<file path="config.mk">
export PLATFORM = sky130hd
export DESIGN_NAME = icd_ctrl
export DESIGN_NICKNAME = d
export VERILOG_FILES = /design/src/rtl/icd_pkg.sv /design/src/rtl/icd_src_chain.sv /design/src/rtl/icd_branch_hist.sv /design/src/rtl/icd_take_seq.sv /design/src/rtl/icd_ctrl.sv
export SDC_FILE = /design/constraint.sdc
export NUM_CORES = 1
export LEC_CHECK = 0
export BUFFER_PORTS_ARGS = -buffer_cell sky130_fd_sc_hd__buf_2
export CAP_MARGIN = 20
export CORE_ASPECT_RATIO = 1.5
export CORE_UTILIZATION = 60
export DETAILED_ROUTE_END_ITERATION = 8
export GPL_ROUTABILITY_DRIVEN = 1
export PLACE_DENSITY = 0.78
export REMOVE_ABC_BUFFERS = 1
export SLEW_MARGIN = 20
export SYNTH_ARGS = -nofsm -noshare
export SYNTH_HDL_FRONTEND = slang
export SYNTH_HIERARCHICAL = 1
export SYNTH_SLANG_ARGS = --single-unit
</file>
<file path="constraint.sdc">
create_clock -name clk -period 4.75 [get_ports clk]
set_input_delay 1.1875 -clock clk [delete_from_list [all_inputs] [get_ports clk]]
set_output_delay 1.1875 -clock clk [all_outputs]
set_load 0.01 [all_outputs]
</file>
<file path="src/rtl/icd_pkg.sv">
package icd_pkg;

    localparam int unsigned SRC_N_DEF     = 12;
    localparam int unsigned EDGE_LAT_DEF  = 4;
    localparam int unsigned HIST_LEN_DEF  = 5;
    localparam int unsigned QUIET_LEN_DEF = 7;

    typedef enum logic {
        SEQ_OPEN,
        SEQ_QUIET
    } seq_state_e;

    typedef struct packed {
        logic ack;
        logic fetch;
        logic annul;
    } take_pulse_t;

    // index 0 is the nonmaskable source
    function automatic logic src_maskable(input int unsigned idx);
        return idx != 0;
    endfunction

endpackage

</file>
<file path="src/rtl/icd_src_chain.sv">
module icd_src_chain #(
    parameter int unsigned EDGE_LAT = icd_pkg::EDGE_LAT_DEF
) (
    input  logic clk,
    input  logic rst,
    input  logic pin_i,
    input  logic step_i,
    input  logic clr_i,
    output logic flag_o
);
    logic                pin_q;
    logic                edge_w;
    logic [EDGE_LAT-1:0] dly_q;
    logic                hold_q;
    logic                flag_q;
    logic                rdy_w;

    assign edge_w = pin_i & ~pin_q;

    always_ff @(posedge clk) begin
        if (rst) pin_q <= 1'b0;
        else     pin_q <= pin_i;
    end

    generate
        if (EDGE_LAT == 1) begin : g_dly_one
            always_ff @(posedge clk) begin
                if (rst) dly_q <= '0;
                else     dly_q <= edge_w;
            end
        end else begin : g_dly_line
            always_ff @(posedge clk) begin
                if (rst) dly_q <= '0;
                else     dly_q <= {dly_q[EDGE_LAT-2:0], edge_w};
            end
        end
    endgenerate

    // delay done, waiting for (or at) a cycle boundary
    assign rdy_w = dly_q[EDGE_LAT-1] | hold_q;

    always_ff @(posedge clk) begin
        if (rst) begin
            hold_q <= 1'b0;
            flag_q <= 1'b0;
        end else begin
            hold_q <= rdy_w & ~step_i;
            flag_q <= (flag_q & ~clr_i) | (rdy_w & step_i);
        end
    end

    assign flag_o = flag_q;
endmodule

</file>
<file path="src/rtl/icd_branch_hist.sv">
module icd_branch_hist #(
    parameter int unsigned DEPTH = icd_pkg::HIST_LEN_DEF
) (
    input  logic clk,
    input  logic rst,
    input  logic step_i,
    input  logic br_i,
    output logic clear_o
);
    logic [DEPTH-1:0] hist_q;

    generate
        if (DEPTH == 1) begin : g_one
            always_ff @(posedge clk) begin
                if (rst)         hist_q <= '0;
                else if (step_i) hist_q <= br_i;
            end
        end else begin : g_shift
            always_ff @(posedge clk) begin
                if (rst)         hist_q <= '0;
                else if (step_i) hist_q <= {hist_q[DEPTH-2:0], br_i};
            end
        end
    endgenerate

    assign clear_o = ~|hist_q;
endmodule

</file>
<file path="src/rtl/icd_take_seq.sv">
module icd_take_seq
    import icd_pkg::*;
#(
    parameter int unsigned SRC_N     = SRC_N_DEF,
    parameter int unsigned QUIET_LEN = QUIET_LEN_DEF,
    parameter int unsigned IDX_W     = $clog2(SRC_N)
) (
    input  logic             clk,
    input  logic             rst,
    input  logic [SRC_N-1:0] flags_i,
    input  logic             gie_i,
    input  logic             nmie_i,
    input  logic             step_i,
    input  logic             br_clear_i,
    output logic [SRC_N-1:0] clr_o,
    output logic             iack_o,
    output logic [IDX_W-1:0] inum_o,
    output logic             fetch_o,
    output logic             annul_o
);
    localparam int unsigned CNT_W = $clog2(QUIET_LEN + 1);
    localparam logic [CNT_W-1:0] QUIET_INIT = CNT_W'(QUIET_LEN);

    seq_state_e       state_q;
    logic [CNT_W-1:0] cnt_q;
    take_pulse_t      pulse_q;
    logic [IDX_W-1:0] inum_q;
    logic [SRC_N-1:0] elig_w;
    logic [IDX_W-1:0] pick_w;
    logic             found_w;
    logic             take_w;

    always_comb begin
        for (int unsigned i = 0; i < SRC_N; i++) begin
            elig_w[i] = flags_i[i] & nmie_i & (src_maskable(i) ? gie_i : 1'b1);
        end
    end

    always_comb begin
        pick_w = '0;
        for (int i = SRC_N - 1; i >= 0; i--) begin
            if (elig_w[i]) pick_w = IDX_W'(i);
        end
    end

    assign found_w = |elig_w;
    assign take_w  = step_i & br_clear_i & (state_q == SEQ_OPEN) & found_w;

    generate
        for (genvar g = 0; g < SRC_N; g++) begin : g_clr
            assign clr_o[g] = take_w & (pick_w == IDX_W'(g));
        end
    endgenerate

    always_ff @(posedge clk) begin
        if (rst) begin
            state_q <= SEQ_OPEN;
            cnt_q   <= '0;
            pulse_q <= '0;
            inum_q  <= '0;
        end else begin
            pulse_q <= '{ack: take_w, fetch: take_w, annul: take_w};
            if (take_w) inum_q <= pick_w;
            case (state_q)
                SEQ_OPEN: begin
                    if (take_w) begin
                        state_q <= SEQ_QUIET;
                        cnt_q   <= QUIET_INIT;
                    end
                end
                SEQ_QUIET: begin
                    if (step_i) begin
                        if (cnt_q <= CNT_W'(1)) begin
                            state_q <= SEQ_OPEN;
                            cnt_q   <= '0;
                        end else begin
                            cnt_q <= cnt_q - CNT_W'(1);
                        end
                    end
                end
                default: state_q <= SEQ_OPEN;
            endcase
        end
    end

    assign iack_o  = pulse_q.ack;
    assign fetch_o = pulse_q.fetch;
    assign annul_o = pulse_q.annul;
    assign inum_o  = inum_q;
endmodule

</file>
<file path="src/rtl/icd_ctrl.sv">
module icd_ctrl
    import icd_pkg::*;
#(
    parameter int unsigned SRC_N     = SRC_N_DEF,
    parameter int unsigned EDGE_LAT  = EDGE_LAT_DEF,
    parameter int unsigned HIST_LEN  = HIST_LEN_DEF,
    parameter int unsigned QUIET_LEN = QUIET_LEN_DEF,
    parameter int unsigned IDX_W     = $clog2(SRC_N)
) (
    input  logic             clk,
    input  logic             rst,
    input  logic [SRC_N-1:0] int_pin_i,
    input  logic             gie_i,
    input  logic             nmie_i,
    input  logic             step_i,
    input  logic             pkt_branch_i,
    output logic             iack_o,
    output logic [IDX_W-1:0] inum_o,
    output logic             vec_fetch_o,
    output logic             annul_o,
    output logic [SRC_N-1:0] flags_o
);
    logic [SRC_N-1:0] flag_w;
    logic [SRC_N-1:0] clr_w;
    logic             br_clear_w;

    generate
        for (genvar s = 0; s < SRC_N; s++) begin : g_src
            icd_src_chain #(.EDGE_LAT(EDGE_LAT)) u_chain (
                .clk    (clk),
                .rst    (rst),
                .pin_i  (int_pin_i[s]),
                .step_i (step_i),
                .clr_i  (clr_w[s]),
                .flag_o (flag_w[s])
            );
        end
    endgenerate

    icd_branch_hist #(.DEPTH(HIST_LEN)) u_hist (
        .clk     (clk),
        .rst     (rst),
        .step_i  (step_i),
        .br_i    (pkt_branch_i),
        .clear_o (br_clear_w)
    );

    icd_take_seq #(
        .SRC_N     (SRC_N),
        .QUIET_LEN (QUIET_LEN),
        .IDX_W     (IDX_W)
    ) u_seq (
        .clk        (clk),
        .rst        (rst),
        .flags_i    (flag_w),
        .gie_i      (gie_i),
        .nmie_i     (nmie_i),
        .step_i     (step_i),
        .br_clear_i (br_clear_w),
        .clr_o      (clr_w),
        .iack_o     (iack_o),
        .inum_o     (inum_o),
        .fetch_o    (vec_fetch_o),
        .annul_o    (annul_o)
    );

    assign flags_o = flag_w;
endmodule

</file>
==> out/results.ini <==
[worst_setup_path]
cp-start-kind=flop
cp.required_ns=3.56
cpPeakStageDelay_ns=0.56
path_class=reg2out
critPathMaxFanout=6
crit_family=flip-flops
path_buf_inv=1
end_kind=output pin
cp_cell_sequence=buf_2
slowest_stage=dfxtp_1
critPathArrivalTime_ns=1.11

[routing]
routed_wirelength_mm=5.69
vias=2348
wire_per_inst_um=12.8
wl_met2_mm=2.86
drc_errors=0
firstDrtPassIters=6
antenna_left=0
via_per_inst=5.30
drtIter0Drc=116
wl_met1_mm=2.47
top_layer=met4
wl_met3_um=227

[die]
start_util_pct=62.0
rows=34
die_h_um=96.4
fp.coreArea_mm2=0.00574
io_pins=37
dieArea_mm2=0.00625
die_x_um=64.9

[sta]
finClkSkew_ns=0.0119
finalMaxSlewViolations=0
fmax_mhz=435
timing.final.ws_setup_ns=2.45
fin_crit_sh_pct=48.4
tightest_slew_ns=0.680
slew_headroom_pct=54.7
setup_viol_count_final=0
hold_violations=0
finalSetupTns_ns=0
period_needed_ns=2.30
rsz0062_at_grt=no

[clock_tree]
cts_max_level=3
clk_pin_slew_ns=0.09
clk_latency_ns=0.35
clkSinkCount=98
ctsResizeCount=0
cts_buffers=9
postCtsSetupRepairBufs=0
cts_tree=built
cts-root-buf=clkbuf_8
ctsHoldBuffers=0
clock_path_buffers=2

[global_routing]
grtUsageTotal_pct=20.2
grt_pass1_wl_mm=9.53
grt_overflow=0
grt_pass1_vias=2244
antenna_found_initial=0
grt_max_degree=40

[synthesis]
syn_area_mm2=0.00356
synth_commonest_cells=dfxtp_1, and2b_2, nor2_1
synthesis.instances=321
synth-edff-count=0
yosysSeqAreaShare_pct=55.1
synth_ff_type=dfxtp_1
synth_top_area_share_pct=55.1
syn_avg_cell_area_um2=11.1
yosysUniqueCellTypes=46
synth.most_common_cell=dfxtp_1
async_flop_share_pct=0
synth.area.top_cells=dfxtp_1, and2b_2, nor2b_4, nor3_1, nor2_1
ys_ff_latch=98
yosys.area.top_type=dfxtp_1
yosysWarnings=6

[placement]
port_buffers=36
dp_hpwl_mm=3.91
dp.cells=427
place_ws_ns=2.18
gp_congestion=0.870

[pwr]
vdd_drop_max_uv=277
power.density_mw_per_mm2=365
leakagePower_nw=1.69

[finish]
diodes=0
fin_nets=386
layoutNonFillerInstCount=443
drive_gt1_share_pct=34.5
nFillCells=471
syn_to_final_growth_pct=13.1

[worst_hold_path]
min-delay-path-class=reg2reg

[status]
outcome=completed

[job]
cap_violations=0

==> through the flow <==
step           total power [mW]  utilization (%)  hold WS (ns)  area [um2]
6_report                   1.47             70.1         0.433        4030
5_1_grt                    1.53             70.1         0.454        4030
4_1_cts                    1.49             70.1         0.437        4030
3_5_place_dp              0.959             66.6         0.425        3820
3_3_place_gp              0.956             66.6         0.421        3820
2_1_floorplan             0.925                -         0.419        3530
==> worst paths after layout <==
check | slack, ns | end | cells after the start | from
max reg2reg | 2.62 | g_src[2].u_chain/flag_o$_SDFF_PP0_ | 8 | u_hist/hist_q[3]$_SDFFE_PP0P_
max | 2.45 | flags_o[0] | 1 | g_src[0].u_chain/flag_o$_SDFF_PP0_
min | 0.43 | g_src[4].u_chain/dly_q[0]$_SDFF_PP0_ | 1 | g_src[4].u_chain/pin_q$_SDFF_PP0_
min reg2reg | 0.43 | g_src[4].u_chain/dly_q[0]$_SDFF_PP0_ | 1 | g_src[4].u_chain/pin_q$_SDFF_PP0_
==> cell usage in the layout (no fill, tap or decap), types with 2 or more instances in the layout <==
cell         n
clkinvlp_4   2
clkbuf_8    10
nand2b_1    14
o22ai_1      2
buf_2       36
nand2_1     10
nor2b_4     12
buf_4        3
mux2i_1      7
inv_1        6
o21ai_1      3
nor2b_2     12
o21ai_0     17
nor2_1      28
dfxtp_1     98
ha_1         2
nor3b_2      3
nor3_1      23
and2b_2     37
a21oi_1     15
==> power breakdown <==
group | switching [mW] | internal (mW)
combinational | 0.0422 | 0.0414
sequential | 0.0122 | 0.844
clock | 0.271 | 0.261
total | 0.325 | 1.15
==> state kept, by name, summed over array words and instances, names as in the netlist <==
name	flops
u_seq/inum_o	4
g_src.u_chain/dly_q	48
u_hist/hist_q	5
g_src.u_chain/hold_q	12
u_seq/cnt_q	3
u_seq/annul_o	1
u_seq/state_q	1
g_src.u_chain/flag_o	12
g_src.u_chain/pin_q	12
==> area by class of cell <==
class                           instances  area, um2  share of cell area [%]
Clock buffer                           11        141                    3.51
Clock inverter                          5       62.6                    1.55
Inverter                                6       22.5                   0.559
Multi-Input combinational cell        212       1550                    38.4
Sequential cell                        98       1960                    48.7
Tap cell                               72       90.1                    2.24
Timing Repair Buffer                   39        203                    5.03
==> per-layer routing <==
layer	global-route usage [%]	vias up
met1	22.2	1098
met3	5.45	8
met4	13.7	0
met2	33.8	58
met5	0	-
li1	-	1184
==> cell families after synthesis <==
kind of cell,count (synthesis),synth area share (%)
AND/OR/NAND/NOR,151,31.1
flip-flops,98,55.1
AO/OA/AOI/OAI,52,9.59
buffers and inverters,11,1.51
multiplexers,7,1.97
adder cells (fa/ha/maj),2,0.703
Note: power is estimated with default switching activity, not from simulation.
